<file path="config.mk">
export PLATFORM = sky130hd
export DESIGN_NAME = rtc_alarm_irq
export DESIGN_NICKNAME = d
export VERILOG_FILES = /design/src/rtl/rtc_irq_pkg.sv /design/src/rtl/rtc_irq_regs.sv /design/src/rtl/rtc_alarm_unit.sv /design/src/rtl/rtc_periodic_src.sv /design/src/rtl/rtc_alarm_irq.sv
export SDC_FILE = /design/constraint.sdc
export NUM_CORES = 1
export LEC_CHECK = 0
export BUFFER_PORTS_ARGS = -buffer_cell sky130_fd_sc_hd__buf_2
export CAP_MARGIN = 20
export CORE_MARGIN = 1
export CORE_UTILIZATION = 56
export CTS_CLUSTER_DIAMETER = 60
export DETAILED_ROUTE_END_ITERATION = 6
export HOLD_SLACK_MARGIN = 0.1
export PLACE_DENSITY = 0.89
export SYNTH_ARGS = -nofsm -noshare
export SYNTH_HDL_FRONTEND = slang
export SYNTH_SLANG_ARGS = --single-unit
</file>
<file path="constraint.sdc">
create_clock -name clk -period 2.11 [get_ports clk]
set_input_delay 0.211 -clock clk [delete_from_list [all_inputs] [get_ports clk]]
set_output_delay 0.211 -clock clk [all_outputs]
set_load 0.03 [all_outputs]
</file>
<file path="src/rtl/rtc_irq_pkg.sv">
package rtc_irq_pkg;

    localparam int DOW_W  = 3;
    localparam int HOUR_W = 5;
    localparam int MIN_W  = 6;
    localparam int DAYS   = 7;
    localparam int DATA_W = 8;
    localparam int ADDR_W = 3;
    localparam int SEL_W  = 3;
    localparam int DIV_W  = 3;

    // control word bit positions
    localparam int EN_WK_BIT = 7;
    localparam int EN_DY_BIT = 6;
    // status word bit positions
    localparam int FLG_DY  = 0;
    localparam int FLG_WK  = 1;
    localparam int FLG_PER = 2;

    typedef struct packed {
        logic [DOW_W-1:0]  dow;
        logic [HOUR_W-1:0] hour;
        logic [MIN_W-1:0]  minute;
    } rtc_time_t;

    typedef struct packed {
        logic [DAYS-1:0]   day_mask;
        logic [HOUR_W-1:0] hour;
        logic [MIN_W-1:0]  minute;
    } alarm_preset_t;

    typedef struct packed {
        logic             wk_en;
        logic             dy_en;
        logic [SEL_W-1:0] sel;
    } ctrl_t;

    typedef enum logic [ADDR_W-1:0] {
        REG_CTRL    = 3'd0,
        REG_STAT    = 3'd1,
        REG_WK_DAYS = 3'd2,
        REG_WK_HOUR = 3'd3,
        REG_WK_MIN  = 3'd4,
        REG_DY_HOUR = 3'd5,
        REG_DY_MIN  = 3'd6
    } reg_addr_e;

    typedef enum logic [1:0] {
        PER_OFF,
        PER_PULSE,
        PER_LEVEL
    } per_mode_e;

    function automatic per_mode_e sel_mode(input logic [SEL_W-1:0] sel);
        if (sel == '0)
            return PER_OFF;
        else if (sel < SEL_W'(4))
            return PER_PULSE;
        else
            return PER_LEVEL;
    endfunction

    // terminal count of the tick divider for a given select
    function automatic logic [DIV_W-1:0] sel_period_m1(input logic [SEL_W-1:0] sel);
        logic [1:0] lg;
        case (sel_mode(sel))
            PER_PULSE: lg = 2'(sel - SEL_W'(1));
            PER_LEVEL: lg = 2'(sel - SEL_W'(4));
            default:   lg = 2'd0;
        endcase
        return DIV_W'((4'd1 << lg) - 4'd1);
    endfunction

endpackage

</file>
<file path="src/rtl/rtc_irq_regs.sv">
module rtc_irq_regs
    import rtc_irq_pkg::*;
(
    input  logic                 clk,
    input  logic                 rst,
    input  logic                 wr_en,
    input  logic [ADDR_W-1:0]    wr_addr,
    input  logic [DATA_W-1:0]    wr_data,
    input  logic [ADDR_W-1:0]    rd_addr,
    input  logic [2:0]           stat_bits,
    output ctrl_t                ctrl,
    output alarm_preset_t        wk_preset,
    output alarm_preset_t        dy_preset,
    output logic                 ctrl_wr,
    output logic                 stat_wr,
    output logic [DATA_W-1:0]    rd_data
);

    logic [DAYS-1:0]   wk_days_q;
    logic [HOUR_W-1:0] wk_hour_q, dy_hour_q;
    logic [MIN_W-1:0]  wk_min_q, dy_min_q;
    logic              unused_wr_bits;

    assign unused_wr_bits = ^wr_data[5:3];

    assign ctrl_wr = wr_en && (reg_addr_e'(wr_addr) == REG_CTRL);
    assign stat_wr = wr_en && (reg_addr_e'(wr_addr) == REG_STAT);

    always_ff @(posedge clk) begin
        if (rst) begin
            ctrl      <= '0;
            wk_days_q <= '0;
            wk_hour_q <= '0;
            wk_min_q  <= '0;
            dy_hour_q <= '0;
            dy_min_q  <= '0;
        end else if (wr_en) begin
            case (reg_addr_e'(wr_addr))
                REG_CTRL: begin
                    ctrl.wk_en <= wr_data[EN_WK_BIT];
                    ctrl.dy_en <= wr_data[EN_DY_BIT];
                    ctrl.sel   <= wr_data[SEL_W-1:0];
                end
                REG_WK_DAYS: wk_days_q <= wr_data[DAYS-1:0];
                REG_WK_HOUR: wk_hour_q <= wr_data[HOUR_W-1:0];
                REG_WK_MIN:  wk_min_q  <= wr_data[MIN_W-1:0];
                REG_DY_HOUR: dy_hour_q <= wr_data[HOUR_W-1:0];
                REG_DY_MIN:  dy_min_q  <= wr_data[MIN_W-1:0];
                default: ;
            endcase
        end
    end

    assign wk_preset = '{day_mask: wk_days_q, hour: wk_hour_q, minute: wk_min_q};
    assign dy_preset = '{day_mask: '1,        hour: dy_hour_q, minute: dy_min_q};

    always_comb begin
        rd_data = '0;
        case (reg_addr_e'(rd_addr))
            REG_CTRL: begin
                rd_data[EN_WK_BIT]   = ctrl.wk_en;
                rd_data[EN_DY_BIT]   = ctrl.dy_en;
                rd_data[SEL_W-1:0]   = ctrl.sel;
            end
            REG_STAT:    rd_data[2:0] = stat_bits;
            REG_WK_DAYS: rd_data = DATA_W'(wk_days_q);
            REG_WK_HOUR: rd_data = DATA_W'(wk_hour_q);
            REG_WK_MIN:  rd_data = DATA_W'(wk_min_q);
            REG_DY_HOUR: rd_data = DATA_W'(dy_hour_q);
            REG_DY_MIN:  rd_data = DATA_W'(dy_min_q);
            default:     rd_data = '0;
        endcase
    end

endmodule

</file>
<file path="src/rtl/rtc_alarm_unit.sv">
module rtc_alarm_unit
    import rtc_irq_pkg::*;
#(
    parameter bit USE_DOW = 1'b1
) (
    input  logic          clk,
    input  logic          rst,
    input  rtc_time_t     now,
    input  alarm_preset_t preset,
    input  logic          en,
    input  logic          clr_req,
    input  logic          clr_keep,
    output logic          flag
);

    logic day_hit;
    logic match, match_q;
    logic set_evt;

    generate
        if (USE_DOW) begin : g_dow
            logic [(1<<DOW_W)-1:0] day_vec;
            assign day_vec = (1 << DOW_W)'(preset.day_mask);
            assign day_hit = day_vec[now.dow];
        end else begin : g_nodow
            logic unused_day;
            assign unused_day = ^{preset.day_mask, now.dow};
            assign day_hit    = 1'b1;
        end
    endgenerate

    assign match   = day_hit && (now.hour == preset.hour) && (now.minute == preset.minute);
    assign set_evt = en && match && !match_q;

    always_ff @(posedge clk) begin
        if (rst) begin
            match_q <= 1'b0;
            flag    <= 1'b0;
        end else begin
            match_q <= match;
            if (set_evt)
                flag <= 1'b1;
            else if (clr_req && !clr_keep)
                flag <= 1'b0;
        end
    end


    flag_needs_en_chk: assert property (@(posedge clk) disable iff (rst)
        $rose(flag) |-> $past(en))
        else $error("alarm flag rose while disabled");


    flag_sticky_chk: assert property (@(posedge clk) disable iff (rst)
        (flag && !(clr_req && !clr_keep)) |=> flag)
        else $error("alarm flag dropped without a clear");


    set_beats_clr_chk: assert property (@(posedge clk) disable iff (rst)
        (en && match && !match_q && clr_req && !clr_keep) |=> flag)
        else $error("clear overrode a simultaneous set");

endmodule

</file>
<file path="src/rtl/rtc_periodic_src.sv">
module rtc_periodic_src
    import rtc_irq_pkg::*;
#(
    parameter int PULSE_CYC = 4
) (
    input  logic             clk,
    input  logic             rst,
    input  logic [SEL_W-1:0] sel,
    input  logic             sel_wr,
    input  logic             tick,
    input  logic             clr_req,
    input  logic             clr_keep,
    output logic             per_drive,
    output logic             per_flag
);

    localparam int PW = $clog2(PULSE_CYC + 1);

    per_mode_e        mode;
    logic [DIV_W-1:0] div_cnt;
    logic [DIV_W-1:0] period_m1;
    logic [PW-1:0]    pulse_cnt;
    logic             lvl_flag;
    logic             evt;
    logic             pulse_act;

    assign mode      = sel_mode(sel);
    assign period_m1 = sel_period_m1(sel);
    assign evt       = tick && (mode != PER_OFF) && (div_cnt == period_m1);
    assign pulse_act = (pulse_cnt != '0);

    always_ff @(posedge clk) begin
        if (rst || sel_wr || mode == PER_OFF)
            div_cnt <= '0;
        else if (tick)
            div_cnt <= evt ? '0 : div_cnt + DIV_W'(1);
    end

    always_ff @(posedge clk) begin
        if (rst || mode != PER_PULSE)
            pulse_cnt <= '0;
        else if (evt)
            pulse_cnt <= PW'(PULSE_CYC);
        else if (pulse_act)
            pulse_cnt <= pulse_cnt - PW'(1);
    end

    always_ff @(posedge clk) begin
        if (rst)
            lvl_flag <= 1'b0;
        else if (evt && mode == PER_LEVEL)
            lvl_flag <= 1'b1;
        else if (clr_req && !clr_keep)
            lvl_flag <= 1'b0;
    end

    assign per_drive = pulse_act || (lvl_flag && mode == PER_LEVEL);
    assign per_flag  = (mode == PER_PULSE) ? pulse_act : lvl_flag;


    pulse_from_tick_chk: assert property (@(posedge clk) disable iff (rst)
        $rose(pulse_act) |-> $past(tick))
        else $error("pulse started without a tick");


    lvl_sticky_chk: assert property (@(posedge clk) disable iff (rst)
        (lvl_flag && !(clr_req && !clr_keep)) |=> lvl_flag)
        else $error("level flag dropped without a clear");


    per_off_quiet_chk: assert property (@(posedge clk) disable iff (rst)
        (mode == PER_OFF && !sel_wr) |=> !per_drive)
        else $error("periodic source active while off");

endmodule

</file>
<file path="src/rtl/rtc_alarm_irq.sv">
module rtc_alarm_irq
    import rtc_irq_pkg::*;
#(
    parameter int PULSE_CYC = 4
) (
    input  logic              clk,
    input  logic              rst,
    input  logic [DOW_W-1:0]  cur_dow,
    input  logic [HOUR_W-1:0] cur_hour,
    input  logic [MIN_W-1:0]  cur_min,
    input  logic              per_tick,
    input  logic              wr_en,
    input  logic [ADDR_W-1:0] wr_addr,
    input  logic [DATA_W-1:0] wr_data,
    input  logic [ADDR_W-1:0] rd_addr,
    output logic [DATA_W-1:0] rd_data,
    output logic              irq_n
);

    rtc_time_t     now;
    ctrl_t         ctrl;
    alarm_preset_t wk_preset, dy_preset;
    logic          ctrl_wr, stat_wr;
    logic          wk_flag, dy_flag, per_flag, per_drive;
    logic [2:0]    stat_bits;
    logic          wk_drive, dy_drive;

    assign now = '{dow: cur_dow, hour: cur_hour, minute: cur_min};

    always_comb begin
        stat_bits          = '0;
        stat_bits[FLG_DY]  = dy_flag;
        stat_bits[FLG_WK]  = wk_flag;
        stat_bits[FLG_PER] = per_flag;
    end

    rtc_irq_regs u_regs (
        .clk       (clk),
        .rst       (rst),
        .wr_en     (wr_en),
        .wr_addr   (wr_addr),
        .wr_data   (wr_data),
        .rd_addr   (rd_addr),
        .stat_bits (stat_bits),
        .ctrl      (ctrl),
        .wk_preset (wk_preset),
        .dy_preset (dy_preset),
        .ctrl_wr   (ctrl_wr),
        .stat_wr   (stat_wr),
        .rd_data   (rd_data)
    );

    rtc_alarm_unit #(.USE_DOW(1'b1)) u_wk (
        .clk      (clk),
        .rst      (rst),
        .now      (now),
        .preset   (wk_preset),
        .en       (ctrl.wk_en),
        .clr_req  (stat_wr),
        .clr_keep (wr_data[FLG_WK]),
        .flag     (wk_flag)
    );

    rtc_alarm_unit #(.USE_DOW(1'b0)) u_dy (
        .clk      (clk),
        .rst      (rst),
        .now      (now),
        .preset   (dy_preset),
        .en       (ctrl.dy_en),
        .clr_req  (stat_wr),
        .clr_keep (wr_data[FLG_DY]),
        .flag     (dy_flag)
    );

    rtc_periodic_src #(.PULSE_CYC(PULSE_CYC)) u_per (
        .clk       (clk),
        .rst       (rst),
        .sel       (ctrl.sel),
        .sel_wr    (ctrl_wr),
        .tick      (per_tick),
        .clr_req   (stat_wr),
        .clr_keep  (wr_data[FLG_PER]),
        .per_drive (per_drive),
        .per_flag  (per_flag)
    );

    assign wk_drive = wk_flag && ctrl.wk_en;
    assign dy_drive = dy_flag && ctrl.dy_en;
    assign irq_n    = !(wk_drive || dy_drive || per_drive);


    en_gate_chk: assert property (@(posedge clk) disable iff (rst)
        (!ctrl.wk_en && !ctrl.dy_en && !per_drive) |-> irq_n)
        else $error("line low with every source gated");

endmodule

</file>
# After elaboration in Yosys (flattened, before gate mapping)
# Index checks and enable logic that the tools add are counted.
[word_totals]
register_bits = 45
input_bits = 32
out_inout_bits = 9
wordCells = 109
[classes]
n_addsub = 5
magnitude_cmp = 2
n_eq_ne = 20
shifts = 1
n_mux = 18
reduce_logical = 47
[op_table]
columns = ["operator", "n"]
rows = [
  ["$pmux W3 S7", 1],
  ["$eq A3 B3 Y1 const B", 6],
  ["$logic_and A1 B1 Y1", 18],
  ["$pmux W3 S5", 1],
  ["$eq A3 B2 Y1 const B", 4],
  ["$eq A6 B6 Y1", 2],
  ["$reduce_and A2 Y1", 6],
  ["$eq A5 B5 Y1", 2],
  ["$reduce_bool A2 Y1", 5],
  ["$logic_not A3 Y1", 3],
  ["$mux W3", 3],
  ["$mux W1", 8],
  ["$pmux W2 S2", 2],
  ["$eq A3 B1 Y1 const B", 2],
  ["$logic_not A1 Y1", 6],
  ["$logic_or A1 B1 Y1", 6],
  ["$sub A3 B1 Y3 const B", 2],
  ["$lt A3 B4 Y1 const B", 1],
  ["$mux W2", 2],
  ["$sub A2 B1 Y2 const B", 2],
  ["$add A3 B1 Y3 const B", 1],
  ["$bmux W1 S3", 1],
  ["$eq A3 B3 Y1", 1],
  ["$lt A3 B3 Y1 const B", 1],
  ["7 further kinds", 7],
]

# Depth between registers and ports, before layout
# Gate-level depths: netlist of the first run.
[logic_depth]
ltp_word = 11
ltp_mapped = 8
ltp_nobuf = 8

# Modules after synthesis
# A second synthesis of the first run with hierarchy kept.
[unflattened]
hier_cells = 296
hier_area_um2 = 2747.6
[modules_own_cells]
columns = ["module", "instances", "cells_each", "area_each_um2", "seq_area_each_um2"]
rows = [
  ["rtc_irq_regs", 1, 166, 1651.6, 680.7],
  ["rtc_periodic_src", 1, 68, 568.0, 140.1],
  ["rtc_alarm_unit at u_wk", 1, 32, 280.3, 40.0],
  ["rtc_alarm_unit at u_dy", 1, 29, 232.7, 40.0],
  ["rtc_alarm_irq", 1, 1, 15.0, 0.0],
]

# Worst setup path before layout of the first run
# Ideal clock, no wire load.
[synth_path]
path_type = "register -> output"
from = "reg u_per.pulse_cnt[0]"
to = "out rd_data[2]"
t_arrival_ns = 1.782
required_time_ns = 1.899
path_slack_ns = 0.117
stages_incl_launch_ff = 9
path_buffers = 0
path_cell_list = "dfxtp_1 -> inv_1 -> ha_1 -> ha_1 -> nor3_1 -> a21oi_1 -> o21ai_0 -> a21oi_1 -> o221ai_1"
[synth_between]
elab_chain_cells = 3
[synth_rtl]
columns = ["element", "line_no", "source"]
rows = [
  ["start: declaration", "rtc_periodic_src.sv:22", "logic [PW-1:0] pulse_cnt;"],
  ["start signal: assignment", "rtc_periodic_src.sv:43", "pulse_cnt <= PW'(PULSE_CYC);"],
  ["start signal: assignment", "rtc_periodic_src.sv:45", "pulse_cnt <= pulse_cnt - PW'(1);"],
  ["$reduce_bool A3 Y1", "rtc_periodic_src.sv:30", "assign pulse_act = (pulse_cnt != '0);"],
  ["$mux W1", "rtc_periodic_src.sv:58", "assign per_flag = (mode == PER_PULSE) ? pulse_act : lvl_flag;"],
  ["$pmux W3 S7", "rtc_irq_regs.sv:59", "case (reg_addr_e'(rd_addr))"],
  ["end: declaration", "rtc_alarm_irq.sv:16", "output logic [DATA_W-1:0] rd_data,"],
]
# Every way passes these cells.

# Worst setup path in the final report of the first run
[layout_path]
from = "reg, netlist name u_regs.ctrl[0]"
to = "out rd_data[2]"
[layout_between]
elab_chain_cells = 6
elab_cells_between_ends = 7
classes_between = "1 x order compare; 1 x eq/ne; 4 x mux; 1 x reduce/logical"
[layout_rtl]
columns = ["element", "line_no", "source"]
rows = [
  ["$lt A3 B3 Y1", "rtc_irq_pkg.sv:57", "else if (sel < SEL_W'(4))"],
  ["$mux W2", "rtc_irq_pkg.sv:57", ""],
  ["$mux W2 *", "rtc_irq_pkg.sv:55", "if (sel == '0)"],
  ["$eq A2 B1 Y1 *", "rtc_periodic_src.sv:58", ""],
  ["$mux W1 *", "rtc_periodic_src.sv:58", ""],
  ["$pmux W3 S7 *", "rtc_irq_regs.sv:59", ""],
]
# Every way passes the cells marked *; elsewhere a longest branch is shown, timed or not.

==> results of run 1 <==
## cell type report
type / instances / area (um2)
Sequential cell: 45 / 905
Tap cell: 52 / 65.1
Clock buffer: 7 / 86.3
Clock inverter: 1 / 30.0
Fill cell: 334 / 1400
Multi-Input combinational cell: 202 / 1600
Inverter: 9 / 33.8
Timing Repair Buffer: 44 / 233
## stage by stage
| step | setup WS, ns | hold slack [ns] | utilization | area [um2] | setup TNS [ns] |
|---|---|---|---|---|---|
| 2_1_floorplan | 0.117 | 0.350 | - | 2550 | 0 |
| 3_3_place_gp | 0.206 | 0.406 | 0.641 | 2790 | 0 |
| 3_5_place_dp | 0.143 | 0.439 | 0.641 | 2790 | 0 |
| 4_1_cts | 0.0104 | 0.151 | 0.675 | 2940 | 0 |
| 5_1_grt | -0.0811 | 0.177 | 0.679 | 2960 | -0.0811 |
| 6_report | -0.00710 | 0.148 | 0.679 | 2960 | -0.00710 |
## cell families (layout without fill, tap and decap cells)
logic type	Yosys count	in the layout
XOR/XNOR	27	27
multiplexers	47	47
flip-flops	45	45
AO/OA/AOI/OAI	28	28
buffers and inverters	21	61
adder cells (fa/ha/maj)	6	6
AND/OR/NAND/NOR	94	94
## worst paths after layout
kind | endpoint | startpoint | cells after the start | slack, ns
max | rd_data[2] | u_regs.ctrl[0] | 8 | -0.007
min | u_regs.ctrl[4] | wr_data[7] | 3 | 0.15
max reg2reg | u_per.div_cnt[1] | u_regs.ctrl[0] | 6 | 0.24
min reg2reg | u_wk.flag | u_wk.match_q | 1 | 0.44
## critical path: stages, from the launching register on
cell and delay [ns]:
dfxtp_2 0.37, inv_2 0.06, ha_4 0.19, or2_4 0.24, a21oi_2 0.14, o21ai_1 0.07
a21oi_1 0.17, o221ai_1 0.16, buf_4 0.21
## state kept, by name, indices dropped and copies added, names as in the netlist
name,count
u_regs.dy_min_q,6
u_per.div_cnt,3
u_regs.ctrl,5
u_per.lvl_flag,1
u_wk.match_q,1
u_wk.flag,1
u_regs.wk_days_q,7
u_regs.wk_hour_q,5
u_per.pulse_cnt,3
u_dy.match_q,1
u_regs.wk_min_q,6
u_regs.dy_hour_q,5
u_dy.flag,1
## synthesized netlist by cell type, types with 2 or more instances
cell type,instances
nor4_1,4
nand3_1,5
buf_2,4
o21ai_0,7
a221o_1,2
nand3b_1,2
mux2i_1,40
nor3_4,2
buf_1,2
inv_1,9
mux4_2,3
xor2_1,18
a22oi_1,2
nand4b_1,3
nor2_1,42
clkbuf_1,5
mux2_2,4
nor2b_1,4
nand2_1,8
or3_1,2
nor3b_1,4
dfxtp_1,45
o221ai_1,2
nor3_1,7
xnor2_1,9
a21oi_1,5
ha_1,6
nand4_1,2
nand2b_1,3
## per-layer routing
layer  part of all wire  GRT usage  vias to the layer above  routed length (um)
met5                  0          0                        -                   0
met4              0.023     0.0952                        0                 136
met3              0.054     0.0494                       14                 323
met2               0.50      0.454                       72                2980
met1               0.42      0.298                     1031                2500
li1                   -          -                     1022                   -
## power groups by stage
stage / clock [W] / combinational, W / sequential, W
detailed placement: 0 / 0.000203 / 0.000897
global placement: 0 / 0.000199 / 0.000897
floorplan: 0 / 0.000130 / 0.000893
finish: 0.000676 / 0.000211 / 0.000878
global route: 0.000712 / 0.000229 / 0.000880
CTS: 0.000686 / 0.000208 / 0.000878
## timing repair
action | CTS | global route
pin swaps | 3 | 4
resized for setup | 12 | 4
endpoints found under the setup margin | 1 | 1
setup buffers | 0 | 0
==> results by group, run 1 <==
Logic synthesis
  • Post-synthesis cell area: 0.00255 mm2
  • Async set-reset flop share out of synthesis: 0
  • Post-synthesis net count: 306
  • Main flop type after synthesis: dfxtp_1
  • Combinational family with the most area after synthesis: multiplexers
  • Number of synthesized flops with an enable pin: 0
  • Dominant cells by area after synthesis: dfxtp_1 (35%), mux2i_1 (16%), nor2_1 (6.2%), xor2_1 (6.2%), xnor2_1 (3.1%)
  • Post-synthesis register bit count: 45
  • Yosys top cell area share: 0.353
  • Adder-cell share of the synthesized area: 0.0294
  • Compound-cell area share of the yosys netlist: 0.0883
  • Ys Warns: 0
  • Synth Area in Simple Gates: 0.200
  • Portion of netlist area occupied by mux cells: 0.201
  • Synth Area in XOR/XNOR: 0.0927
  • Syn_area_per_cell: 9.52 um2
  • Cell taking the most area after synthesis: dfxtp_1
  • Yosys cell types: 46
  • Mapped Cells: 268
  • Register area share after synthesis: 0.353

Finish
  • Nets: 345
  • Commonest non-fill, non-tap cells in the layout: nor2_1 (42), dfxtp_1 (42), mux2i_1 (40), buf_2 (39), xor2_1 (18)
  • Share of layout cells above drive strength 1: 0.256
  • Non-Filler Instances: 360
  • Layout overhead on the synthesized area: 15.9%
  • Ant diodes: 0

STA
  • Slew @ Worst Pin: 0.514 ns
  • Tmin final: 2.12 ns
  • RSZ-0062 raised after global routing: true
  • Fmax achieved: 472 MHz
  • Clock Skew: 0.00565 ns
  • Max_slew headroom: 0.655
  • Setup violators final: 1
  • Worst Setup Slack, final: -0.00710 ns
  • Fin. Hold Viols: 0
  • Pins Over Slew Limit: 0
  • Tcrit/Tclk final: 1.00

Clock network
  • CTS tree: yes
  • CTS Root Cell: clkbuf_8
  • Num CTS Buffers: 5
  • Clk pin slew, worst setup/hold paths: 0.09 ns
  • Hold-fix buffers, CTS: 0
  • Clk_lat worst skew: 0.30 ns
  • # clock sinks: 45
  • CTS max path bufs: 2
  • Htree depth: 2

Power
  • Net Sw Power: 0.000427 W
  • Sequential share of power: 0.497
  • Sw Share: 0.242
  • Internal power: 0.00134 W
  • PD cells: 597 mW/mm2
  • Leak pwr: 1.29 nW
  • Overall Power: 0.00177 W
  • Peak supply drop: 0.393 mV
  • Clock share of power: 0.383
  • Comb power frac: 0.120

Die
  • Die area: 0.00483 mm2
  • Die Wd: 69.5 um
  • Cell Rows: 24
  • Die height: 69.5 um
  • Initial core utilization: 0.586
  • Core area: 0.00435 mm2
  • Num ports: 41

Critical path
  • Critical Path RT: 1.90 ns
  • Setup Crit Path Kind: flop to output port
  • Crit Path Max Fanout: 4
  • Critical path arrival: 1.91 ns
  • CP Capture Type: output port
  • CP Launch Type: flop

Routing
  • Antenna viol nets, final: 0
  • WL/cell: 16.5 um
  • Via count: 2139
  • DR iter-0 viols: 89
  • First-pass detailed-route iteration total: 4
  • Drt via density: 5.94
  • DRC violations left: 0
  • Drt total wl: 5940 um

GRT
  • All-Layer GR Usage: 0.254
  • Largest net degree at the start of global routing: 17
  • GRT overflow: 0
  • First-pass GRT wire length: 9710 um
  • Vias in the first global route: 2132
  • Initial antenna violation count: 0

Placed design
  • Post-DP HPWL: 4420 um
  • I/O Buffers: 40
  • GP Congestion: 0.955
  • # placed instances: 352

Run status
  • Outcome: complete, but fails checks
  • Failing checks: setup timing

Run
  • Maxcap violations: 0

Hold path
  • Worst hold path class: input port to flop
Power figures use the tool's default switching activity.
==> run 2, diff against run 1 <==
Settings changed: SETUP_SLACK_MARGIN set to 0.5.
==> results by group, run 2 (synthesized netlist as in run 1, its figures left out) <==
STA
  • Pins Over Slew Limit: 0 (unchanged)
  • Fmax achieved: 492 MHz (+4.2%)
  • Slew @ Worst Pin: 0.502 ns (-0.0121 ns)
  • Setup violators final: 0 (-1)
  • Max_slew headroom: 0.663 (+0.00813)
  • Setup TNS: 0 ns (+0.00710 ns)
  • Clock Skew: 0.00729 ns (+0.00164 ns)
  • Fin. Hold Viols: 0 (unchanged)
  • Tcrit/Tclk final: 0.963 (-0.0406)
  • Worst Setup Slack, final: 0.0787 ns (+0.0858 ns)
  • Tmin final: 2.03 ns (-0.0858 ns)
  • RSZ-0062 raised after global routing: true

Finish
  • Largest Register: u_regs.wk_days_q
  • Largest registers: u_regs.wk_days_q: 7 flops, u_regs.dy_min_q: 6 flops, u_regs.wk_min_q: 6 flops
  • Nets: 353 (+2.3%)
  • Commonest non-fill, non-tap cells in the layout: nor2_1 (42), mux2i_1 (40), dfxtp_1 (40), buf_2 (35), xor2_1 (16)
  • Share of layout cells above drive strength 1: 0.326 (+0.0695)
  • Max FFs per register: 7 (unchanged)
  • Layout overhead on the synthesized area: 22.9%
  • Ant diodes: 0 (unchanged)
  • Most common cell after layout, fill and taps aside: nor2_1

Power
  • PD cells: 542 mW/mm2 (-9.3%)
  • Peak supply drop: 0.381 mV (-2.9%)
  • Leak pwr: 1.35 nW (+4.6%)

Placed design
  • Place WS: 0.286 ns (+0.143 ns)
  • Post-DP HPWL: 4400 um (-0.44%)
  • GP Congestion: 0.884 (-7.4%)
  • I/O Buffers: 40 (unchanged)

Clock network
  • CTS max path bufs: 2 (unchanged)
  • Htree depth: 2 (unchanged)
  • # clock sinks: 45 (unchanged)
  • Num CTS Buffers: 5 (unchanged)
  • CTS tree: yes
  • Hold-fix buffers, CTS: 0 (unchanged)
  • CTS Root Cell: clkbuf_8
  • Clk pin slew, worst setup/hold paths: 0.09 ns (about the same)
  • Clk_lat worst skew: 0.31 ns (about the same)

Die
  • Die area: 0.00483 mm2 (unchanged)
  • Num ports: 41 (unchanged)
  • Initial core utilization: 0.586 (unchanged)
  • Die Wd: 69.5 um (unchanged)
  • Core area: 0.00435 mm2 (unchanged)
  • Cell Rows: 24 (unchanged)
  • Die height: 69.5 um (unchanged)

GRT
  • All-Layer GR Usage: 0.267 (+0.0137)
  • Initial antenna violation count: 0 (unchanged)
  • Largest net degree at the start of global routing: 33 (+16)
  • First-pass GRT wire length: 10100 um (+3.9%)
  • GRT overflow: 0 (unchanged)
  • Vias in the first global route: 2104 (-1.3%)

Routing
  • Antenna viol nets, final: 0 (unchanged)
  • Drt via density: 5.85 (-1.5%)
  • Via count: 2154 (+0.70%)
  • Drt total wl: 6140 um (+3.3%)
  • DR iter-0 viols: 130 (+46%)
  • First-pass detailed-route iteration total: 4 (unchanged)
  • DRC violations left: 0 (unchanged)
  • WL/cell: 16.7 um (+1.1%)

Critical path
  • Setup Crit Path Kind: flop to output port
  • Crit path buf inv count: 2 (unchanged)
  • Critical path cell sequence: inv_4 > ha_4 > or2_4 > a21oi_2 > o21ai_2 > a21oi_2 > o221ai_2 > buf_6
  • Delay-heaviest family, CP: compound AO/OA/AOI/OAI gates
  • CP dominant cell by count: a21oi_2
  • Critical path arrival: 1.82 ns (-0.09 ns)
  • CP Capture Type: output port
  • Slowest cell on the critical path: dfxtp_4
  • Crit Path Max Fanout: 3 (-1)
  • Slowest stage delay, CP: 0.37 ns (about the same)
  • Critical Path RT: 1.90 ns (about the same)
  • CP Launch Type: flop

Run
  • Maxcap violations: 0 (unchanged)

Run status
  • Outcome: completed

Hold path
  • Worst hold path class: input port to flop
-- run 2: changes by cell type in the layout (fill, tap and decap cells not counted), sizes merged --
| cell | before | now |
|---|---|---|
| buf | 44 | 51 |
| bufinv | 1 | 0 |
| clkbuf | 7 | 8 |
| clkinv | 0 | 1 |
-- run 2: cell type report --
cell class	instances	area [um2]
Tap cell	52	65.1
Multi-Input combinational cell	202	1700
Clock inverter	1	5.00
Clock buffer	7	96.3
Inverter	9	36.3
Sequential cell	45	910
Timing Repair Buffer	52	325
Fill cell	295	1220
-- run 2: repair_timing --
item	4_1_cts	5_1_grt
pin swaps	12	5
setup endpoints to repair	10	13
buffers inserted	7	3
hold endpoints to repair	0	0
gates resized for setup	16	15
-- run 2: final timing paths --
check / startpoint / end / slack [ns] / cells past startpoint
max: u_regs.ctrl[0] / rd_data[2] / 0.08 / 8
min: wr_data[7] / u_regs.ctrl[4] / 0.15 / 3
max reg2reg: u_regs.ctrl[0] / u_per.div_cnt[1] / 0.21 / 8
min reg2reg: u_wk.match_q / u_wk.flag / 0.43 / 1
-- run 2: per-stage QoR --
| step | utilization | cell area (um2) | hold WS [ns] | power, W | cells |
|---|---|---|---|---|---|
| global route | 0.720 | 3130 | 0.161 | 0.00175 | 368 |
| detailed placement | 0.656 | 2860 | 0.409 | 0.00111 | 350 |
| finish | 0.720 | 3130 | 0.150 | 0.00170 | 368 |
| floorplan | - | 2630 | 0.350 | 0.00103 | 268 |
| global placement | 0.656 | 2860 | 0.405 | 0.00110 | 350 |
| CTS | 0.703 | 3060 | 0.154 | 0.00170 | 365 |
-- run 2: power by group --
part | switching [W] | total, W | leakage [nW] | internal (W)
combinational | 0.000129 | 0.000227 | 0.927 | 0.0000985
clock | 0.000296 | 0.000593 | 0.0542 | 0.000296
sequential | 0.0000157 | 0.000878 | 0.367 | 0.000862
-- run 2: worst reg2reg max path, delay by kind of cell, from the launching register on --
kind / cells / cell delay, ns
compound gates: 3 / 0.72
flops: 1 / 0.37
simple gates: 1 / 0.24
buf+inv: 2 / 0.17
fa+ha+maj: 1 / 0.17
xor+xnor: 1 / 0.12
-- run 2: per-layer routing --
layer / up-vias / global-route usage / wire (um)
li1: 1034 / - / -
met1: 1030 / 0.342 / 2620
met2: 72 / 0.449 / 3070
met3: 18 / 0.0349 / 259
met4: 0 / 0.122 / 182
met5: - / 0 / 0
==> run 3, diff against run 2 <==
Settings changed: ABC_AREA set to 1, CORE_UTILIZATION 56 to 58, CTS_BUF_LIST set to sky130_fd_sc_hd__clkbuf_4, PLACE_DENSITY 0.89 to 0.92.
==> results by group, run 3 <==
Critical path
  • Critical path cell sequence: inv_4 > ha_4 > nor2_8 > a21oi_2 > o21ai_1 > o2111ai_2 > buf_6
  • Critical Path RT: 1.90 ns (about the same)
  • Slowest stage delay, CP: 0.40 ns (+0.03 ns)
  • Slowest cell on the critical path: dfxtp_2
  • Reg2reg start: u_regs.ctrl[0]
  • CP Capture Type: output port
  • R2R cell count: 11 (+3)
  • Critical R2R Capture: u_per.lvl_flag
  • Crit Path Max Fanout: 5 (+2)
  • Critical path arrival: 1.66 ns (-0.16 ns)
  • CP Launch Type: flop
  • Reg-to-reg slack, setup: 0.33 ns (+0.12 ns)
  • Setup Crit Path Kind: flop to output port

Logic synthesis
  • Top-count cell post-synth: inv_1
  • Post-synthesis cell area: 0.00252 mm2 (-1.4%)
  • Yosys cell types: 32 (-30%)
  • Dominant cells by area after synthesis: dfxtp_1 (36%), inv_1 (9.5%), o21ai_0 (8.2%), a21oi_1 (7.8%), nand2_1 (7.3%)
  • Post-synthesis register bit count: 45 (unchanged)
  • Yosys top cell area share: 0.358 (+0.00492)
  • Post-synthesis net count: 406 (+33%)
  • Async set-reset flop share out of synthesis: 0 (unchanged)
  • Mapped Cells: 368 (+37%)
  • Main flop type after synthesis: dfxtp_1
  • Syn_area_per_cell: 6.84 um2 (-28%)
  • Synth top cells by count: inv_1 (64), nand2_1 (49), nor2_1 (49)
  • Ys Warns: 0 (unchanged)
  • Register area share after synthesis: 0.358 (+0.00492)
  • Number of synthesized flops with an enable pin: 0 (unchanged)
  • Cell taking the most area after synthesis: dfxtp_1

Finish
  • Ant diodes: 0 (unchanged)
  • Most common cell after layout, fill and taps aside: inv_1
  • # fillers: 289 (-2.0%)
  • Commonest non-fill, non-tap cells in the layout: inv_1 (58), nor2_1 (45), nand2_1 (45), o21ai_0 (38), dfxtp_1 (37)
  • Share of layout cells above drive strength 1: 0.266 (-0.0597)
  • Largest registers: u_regs.wk_days_q: 7 flops, u_regs.dy_min_q: 6 flops, u_regs.wk_min_q: 6 flops
  • Nets: 469 (+33%)
  • Largest Register: u_regs.wk_days_q
  • Max FFs per register: 7 (unchanged)
  • Layout overhead on the synthesized area: 29.2%

GRT
  • Largest net degree at the start of global routing: 23 (-30%)
  • Initial antenna violation count: 0 (unchanged)
  • All-Layer GR Usage: 0.362 (+0.0949)
  • First-pass GRT wire length: 12100 um (+20%)
  • Vias in the first global route: 2600 (+24%)
  • GRT overflow: 0 (unchanged)

STA
  • Max_slew headroom: 0.663 (about the same)
  • Pins Over Slew Limit: 0 (unchanged)
  • Setup violators final: 0 (unchanged)
  • RSZ-0062 raised after global routing: true
  • Slew @ Worst Pin: 0.500 ns (-0.00271 ns)
  • Clock Skew: 0.00615 ns (-0.00114 ns)
  • Fmax achieved: 534 MHz (+8.5%)
  • Fin. Hold Viols: 0 (unchanged)
  • Tmin final: 1.87 ns (-0.160 ns)
  • Setup TNS: 0 ns (unchanged)
  • Tcrit/Tclk final: 0.887 (-0.0756)

Clock network
  • CTS Root Cell: clkbuf_4
  • Clk_lat worst skew: 0.39 ns (+0.08 ns)
  • CTS max path bufs: 2 (unchanged)
  • CTS tree: yes
  • Num CTS Buffers: 5 (unchanged)
  • Clk pin slew, worst setup/hold paths: 0.14 ns (+0.05 ns)
  • # clock sinks: 45 (unchanged)
  • Htree depth: 2 (unchanged)

Power
  • Peak supply drop: 0.491 mV (+29%)
  • Overall Power: 0.00188 W (+10%)
  • PD cells: 577 mW/mm2 (+6.5%)
  • Leak pwr: 1.43 nW (+6.1%)

Die
  • Core area: 0.00409 mm2 (-6.1%)
  • Die height: 67.9 um (-2.3%)
  • Num ports: 41 (unchanged)
  • Die Wd: 67.9 um (-2.3%)
  • Die area: 0.00461 mm2 (-4.6%)
  • Cell Rows: 23 (-4.2%)
  • Initial core utilization: 0.616 (+0.0298)

Hold path
  • Worst hold path class: input port to flop
  • Hold_sp: wr_data[4]
  • Hold EP: u_regs.wk_days_q[4]
  • Worst hold path depth: 3 (unchanged)

Routing
  • DRC violations left: 0 (unchanged)
  • Drt total wl: 7960 um (+30%)
  • Antenna viol nets, final: 0 (unchanged)
  • Drt via density: 5.93 (+1.4%)
  • First-pass detailed-route iteration total: 5 (+1)
  • DR iter-0 viols: 325 (+150%)
  • WL/cell: 16.5 um (-0.93%)
  • Via count: 2860 (+33%)

Placed design
  • GP Congestion: 1.01 (+14%)
  • Post-DP HPWL: 5250 um (+19%)
  • I/O Buffers: 40 (unchanged)

Run status
  • Outcome: completed

Run
  • Maxcap violations: 0 (unchanged)
[run 3: changes by cell type after synthesis, sizes merged, moves of 8 or more]
cell,previous run,this run
inv,9,64
nand2,8,53
mux2i,40,0
a21oi,6,41
o21ai,9,44
nor2,42,53
xor2,18,10
[run 3: worst max-delay path, delay by kind of cell (launching register included)]
family	cells	cell delay, ns
fa+ha+maj	1	0.17
buf+inv	2	0.25
compound gates	3	0.34
simple gates	1	0.12
flops	1	0.40
[run 3: final cells by class]
type | instances | area [um2] | share of cell area
multi-input combinational | 253 | 1510 | 0.464
sequential | 45 | 911 | 0.280
timing repair buffer | 62 | 422 | 0.130
inverter | 64 | 245 | 0.0754
clock inverter | 3 | 65.1 | 0.0200
tap | 50 | 62.6 | 0.0192
clock buffer | 5 | 37.5 | 0.0115
[run 3: how the worst max path moves through the flow]
stage / start / depth (start not counted) / end
after floorplan: u_per.pulse_cnt[0] / 6 / irq_n
after global placement: u_per.pulse_cnt[0] / 7 / rd_data[2]
after detailed placement: u_per.pulse_cnt[0] / 7 / rd_data[2]
after CTS: u_per.pulse_cnt[1] / 7 / rd_data[2]
after global routing: u_regs.ctrl[0] / 7 / rd_data[2]
final: u_regs.ctrl[0] / 7 / rd_data[2]
[run 3: power breakdown]
part	switching, W	internal, W
Combinational	0.000189	0.000121
Clock	0.000303	0.000367
Sequential	0.0000212	0.000874
[run 3: cells by family after synthesis]
| logic type | count (synthesis) | share of synthesized area |
|---|---|---|
| buf+inv | 70 | 0.109 |
| fa+ha+maj | 6 | 0.0298 |
| compound gates | 108 | 0.240 |
| xor+xnor | 12 | 0.0418 |
| flops | 45 | 0.358 |
| simple gates | 127 | 0.221 |
[run 3: metal layers]
| metal | routed length, um | GRT usage | vias up |
|---|---|---|---|
| met3 | 793 | 0.0850 | 54 |
| met4 | 408 | 0.224 | 0 |
| met1 | 2920 | 0.422 | 1264 |
| li1 | - | - | 1335 |
| met5 | 0 | 0 | - |
| met2 | 3840 | 0.598 | 207 |
[run 3: stage by stage]
step / hold slack [ns] / std cells / util / instance area (um2) / setup WS, ns
final: 0.132 / 482 / 0.795 / 3250 / 0.238
after CTS: 0.100 / 478 / 0.766 / 3130 / 0.334
after detailed placement: 0.454 / 456 / 0.681 / 2780 / 0.417
after global placement: 0.440 / 456 / 0.681 / 2780 / 0.476
after floorplan: 0.280 / 368 / - / 2520 / 0.502
after global routing: 0.122 / 482 / 0.795 / 3250 / 0.236
[run 3: timing repair]
| action | in CTS | in global routing |
|---|---|---|
| setup buffers | 11 | 4 |
| resized for setup | 39 | 29 |
| pin swaps | 16 | 14 |
| hold buffers | 3 | 0 |
| hold endpoints to repair | 4 | 0 |
| endpoints found under the setup margin | 11 | 13 |
